### src/rtl/serport_pins.sv
module serport_pins #(
  parameter int W = 5
) (
  input  logic         clk,
  input  logic         rst_n,
  input  logic         reg_sel,
  input  logic         wr_en,
  input  logic [7:0]   wr_data,
  output logic [7:0]   rd_data,
  input  logic         tx_enable,
  input  logic         tx_bit,
  input  logic         tx_shift,
  input  logic [W-1:0] pin_in,
  output logic [W-1:0] pin_out,
  output logic [W-1:0] pin_oe,
  output logic         rx_line
);
  localparam int RX_PIN = 3;
  localparam int TX_PIN = 4;
  localparam logic [W-1:0] ALL_OUT = '1;

  logic [7:0]   dir_q;
  logic [7:0]   lat_q;
  logic         written_q;
  logic [W-1:0] dir5;
  logic [W-1:0] base;
  logic [7:0]   pins8;

  always_ff @(posedge clk) begin
    if (!rst_n) begin
      dir_q     <= '0;
      lat_q     <= '0;
      written_q <= 1'b0;
    end else begin
      if (wr_en && !reg_sel) dir_q <= wr_data;
      if (wr_en && reg_sel)  lat_q <= wr_data;
      if ((wr_en && reg_sel) || (tx_shift && tx_enable)) written_q <= 1'b1;
    end
  end

  assign dir5 = dir_q[W-1:0];

  always_comb begin
    if (dir5 != '0 && dir5 != ALL_OUT)
      base = (lat_q[W-1:0] & dir5) | ~dir5;
    else
      base = lat_q[W-1:0];
    if (tx_enable) base[TX_PIN] = tx_bit;
  end

  always_comb begin
    pin_oe = dir5;
    if (tx_enable) pin_oe[TX_PIN] = 1'b1;
    if (!written_q) pin_oe = '0;
  end

  assign pin_out = written_q ? base : '0;
  assign pins8   = {{(8-W){1'b0}}, pin_in};
  assign rd_data = reg_sel ? ((pins8 & ~dir_q) | (lat_q & dir_q)) : dir_q;
  assign rx_line = pin_in[RX_PIN];
endmodule


### config.mk
export PLATFORM = sky130hd
export DESIGN_NAME = serport_pins
export DESIGN_NICKNAME = d
export VERILOG_FILES = /design/src/rtl/serport_pins.sv
export SDC_FILE = /design/constraint.sdc
export NUM_CORES = 1
export LEC_CHECK = 0
export BUFFER_PORTS_ARGS = -buffer_cell sky130_fd_sc_hd__buf_2
export CORE_MARGIN = 3
export CORE_UTILIZATION = 30
export DETAILED_ROUTE_END_ITERATION = 10
export SLEW_MARGIN = 30
export SYNTH_ARGS = -nofsm -noshare
export SYNTH_HDL_FRONTEND = slang
export SYNTH_SLANG_ARGS = --single-unit
### constraint.sdc
create_clock -name clk -period 1.5 [get_ports clk]
set_input_delay 0.3 -clock clk [delete_from_list [all_inputs] [get_ports clk]]
set_output_delay 0.3 -clock clk [all_outputs]
set_load 0.005 [all_outputs]
# Yosys cells after proc, flatten, opt, wreduce, memory -nomap -nowiden

Index checks and enable logic that the tools add are counted.

Flip-flop bits (word level): 17
Bits of input ports: 20
Output and inout bits: 19
Word-level logic and storage cells: 24

Equal/unequal tests: 1
Muxes and demuxes: 6
Bitwise gates (word level): 7
Reductions and logical operators: 7

Operator list:

| cell                                         | count |
|---|---|
| two-way mux 5 bit                            | 3 |
| bitwise AND 5 x 8 -> 8 bit                   | 1 |
| bitwise AND 8 bit                            | 1 |
| two-way mux 8 bit                            | 1 |
| NOT 8 bit                                    | 1 |
| bitwise OR 8 bit                             | 1 |
| bitwise AND 5 bit                            | 1 |
| inequality test 5 bit, second input constant | 1 |
| NOT 5 bit                                    | 1 |
| bitwise OR 5 bit                             | 1 |
| nonzero test 5 bit                           | 1 |
| logical AND 1 bit                            | 4 |
| two-way mux 1 bit                            | 2 |
| logical NOT 1 bit                            | 1 |
| logical OR 1 bit                             | 1 |

# Longest topological paths before layout

Word-level depth: 5
Mapped depth: 5
Mapped depth without buffers: 3

# Worst setup path before layout

OpenSTA, ideal clock, no wires.

Path kind: flip-flop to output port
Start: register dir_q[2]
End: output port pin_out[0]
Arrival time: 889 ps
Data required time: 1200 ps
Setup slack: 311 ps
Cell stages (with the launch flop): 5
Path buffers: 1
Path through: dfxtp_1 > buf_2 > nor4_1 > o21ai_1 > and2_1

Longest elaborated chain between the ends: 4
Elaborated cells between the ends (all ways): 5
Classes of those cells: eq/ne: 1; mux: 2; reduce/logical: 2

RTL lines:

| item                                                        | line | text |
|---|---|---|
| start: declaration                                          | 22   | `logic [7:0] dir_q;` |
| start signal: assignment                                    | 35   | `if (wr_en && !reg_sel) dir_q <= wr_data;` |
| inequality test 5 bit or nonzero test 5 bit (tied branches) | 44   | `if (dir5 != '0 && dir5 != ALL_OUT)` |
| logical AND 1 bit (*)                                       | 44   |  |
| two-way mux 5 bit (*)                                       | 44   |  |
| two-way mux 5 bit (*)                                       | 57   | `assign pin_out = written_q ? base : '0;` |
| end: declaration                                            | 14   | `output logic [W-1:0] pin_out,` |

Every way passes the cells marked *; elsewhere a longest branch is shown, timed or not.

# Worst setup path in the final report

Start: register dir_q[0]
End: output port pin_out[2]

The elaborated chain is that of the path after synthesis.

==> run summary <==
skew final -> 0 ns
CP Launch Type -> flop
Crit path max-delay family -> simple AND/OR/NAND/NOR gates
M1 GR Usage -> 13.83%
RSZ-0062 raised after global routing -> yes
CTS root buf -> clkbuf_4
Fin. Hold Viols -> 0
clock tree from TritonCTS -> yes
Hold Buf Count CTS -> 0
failing checks -> negative setup slack
global-route wire length before repair -> 3850 um
Rows -> 19
setup tns final -> -0.6167 ns
IO buf count -> 38
Switching Share -> 28.72%
GR Util All Layers -> 11.88%
Netlist Area Pre-Place -> 962.2 um2
remaining antenna violation count -> 0
Layout Cells excl Fill -> 197
WL per Instance -> 12.60 um
Cell Pwr Density -> 752.6 mW/mm2
# clock sinks -> 17
Buffers & Inverters on Critical Path -> 1
Inst Count DP -> 186
Total Wirelength -> 2482 um
Final period util -> 110.3%
total power -> 971.8 uW
Leak -> 0.6059 nW
switching power -> 279.1 uW
part of the power in the clock network -> 25.0%
Max transition margin -> 79.06%
Chip Height -> 62.63 um
nets -> 176
Post-synth EDFFs -> 0
synth top area cells -> dfxtp_1 35%, mux2i_1 8.3%, nand2_1 7.4%
required time of the critical path -> 1.20 ns
synthesis-to-layout area growth -> 34.20%
drt drc -> 0
final worst slack -> -0.1543 ns
hpwl dp -> 1612 um
syn nets -> 138
Yosys Warn Count -> 0
crit path max fanout -> 5
Max Root-Sink Buffers -> 2
Flop pwr share -> 51.7%
layout cell share with drive strength beyond 1 -> 40.65%
gr ovfl total -> 0
average size of a mapped cell -> 8.154 um2
Worst Path Arrival -> 1.35 ns
total core area -> 0.002900 mm2
number of fill cells -> 308
GPL Wtd Cong -> 0.8590
max-cap viol count -> 0
crit end category -> output pin
met2 Use GR -> 20.37%
largest net degree at the start of global routing -> 18
clock insertion delay at the later pin of the skew report -> 0.29 ns
ys flop type -> dfxtp_1
count of unique library cells instantiated by Yosys -> 22
Antenna Cells -> 0
Crit Path Category -> flop to output pin
gr busiest metal -> met2
most common cell in the netlist -> nand2_1
Post-synth top cells -> 19 x nand2_1, 17 x dfxtp_1, 9 x and2_1, 9 x nor2b_1
Die W -> 62.63 um
Max IR drop VDD -> 0.0007556 V
Initial Util -> 33.18%
worst hold slack -> 0.2486 ns
Synth top area share -> 35.37%
Yosys top cell by area -> dfxtp_1
critical path's largest stage delay -> 0.39 ns
Hold WC Path Type -> input pin to flop
#FFs+latches synth -> 17
# setup viols final -> 5
Slew Viols, Final -> 0
H-tree depth -> 1
cells along the critical path -> nor4_4 -> o21ai_1 -> and2_1 -> buf_2
via count -> 891
Post-synth ARST share -> 0%
Top Ports -> 39
GRT met3 Usage -> 5.576%
CP max stage cell -> dfxtp_4
initial drt markers -> 60
combinational power share -> 23.3%
Period minus WS final -> 1.654 ns
fmax -> 604.5 MHz
Die ar. -> 0.003923 mm2
post-synthesis instance total -> 118
initial antenna violation count -> 0
DR pass1 iterations -> 4
vias in the first global route -> 829
CTS Buf Count -> 3
Int Pwr -> 692.7 uW
clock transition at the registers of the reported paths -> 0.10 ns
sequential fraction of the synthesis area -> 35.37%
Via density -> 4.523
status -> finished, violations left
worst slew pin tran -> 0.3134 ns
## layout make-up
cell class / count / area (um2) / area share, %
Timing Repair Buffer: 45 / 254.0 / 19.67
Sequential cell: 17 / 359.1 / 27.81
Multi-Input combinational cell: 82 / 571.8 / 44.28
Inverter: 7 / 26.28 / 2.035
Clock inverter: 1 / 5.005 / 0.3876
Clock buffer: 3 / 22.52 / 1.744
Tap cell: 42 / 52.55 / 4.070
## worst reg2reg max path, stage by stage (launching register included)
cell and delay [ns]:
dfxtp_4 0.40, buf_6 0.13, buf_4 0.12, mux2i_1 0.12
nor2b_1 0.06
## final timing paths
path	startpoint	to	slack (ns)	cells past startpoint
setup / recovery	dir_q[0]	pin_out[2]	-0.15	4
hold / removal	wr_data[3]	lat_q[3]	0.25	3
setup reg to reg	dir_q[4]	dir_q[4]	0.57	4
hold reg to reg	lat_q[6]	lat_q[6]	0.46	2
## power groups by stage
stage / clock [mW] / sequential, mW / combinational [mW]
2_1_floorplan: 0 / 0.491 / 0.140
3_3_place_gp: 0 / 0.508 / 0.180
3_5_place_dp: 0 / 0.509 / 0.183
4_1_cts: 0.253 / 0.499 / 0.199
5_1_grt: 0.276 / 0.506 / 0.250
6_report: 0.243 / 0.502 / 0.226
## layer usage
layer,vias up,part of all wire [%],wire (um)
li1,463,-,-
met1,390,43,1059
met2,38,48,1202
met3,0,8.9,221
met4,0,0,0
met5,-,0,0
## cells in the final DEF (no fill, tap or decap), drive strengths merged
| master | instances |
|---|---|
| clkinv | 1 |
| a21boi | 12 |
| a31oi | 4 |
| buf | 45 |
| nand2b | 1 |
| nor3 | 2 |
| and3 | 1 |
| o21a | 1 |
| mux2i | 8 |
| dfxtp | 17 |
| inv | 7 |
| clkbuf | 3 |
| nor2b | 9 |
| nand2 | 19 |
| a21oi | 7 |
| nor4 | 4 |
| o21ai | 5 |
| and2 | 9 |
## state kept, by name, indices dropped and copies added (netlist names)
signal / flops
dir_q: 8
lat_q: 8
written_q: 1
## timing repair
action / 4_1_cts / 5_1_grt
buffers inserted: 3 / 4
setup endpoints to repair: 5 / 8
gates resized for setup: 12 / 14
pin swaps: 2 / 2
## stage by stage
stage	area, um2	util, %	worst slack (ns)
2_1_floorplan	962.2	-	0.3106
3_3_place_gp	1111	38.31	0.1369
4_1_cts	1202	41.46	-0.1180
3_5_place_dp	1111	38.31	0.1220
5_1_grt	1291	44.52	-0.2186
6_report	1291	44.52	-0.1543
## kinds of logic (layout without fill, tap and decap cells)
family          Yosys count  in the layout  synth area share, %
mux                       8              8                8.323
simple gates             45             45                24.84
buf+inv                  19             56                12.48
flops                    17             17                35.37
compound gates           29             29                18.99
(Power assumes the default switching activity.)
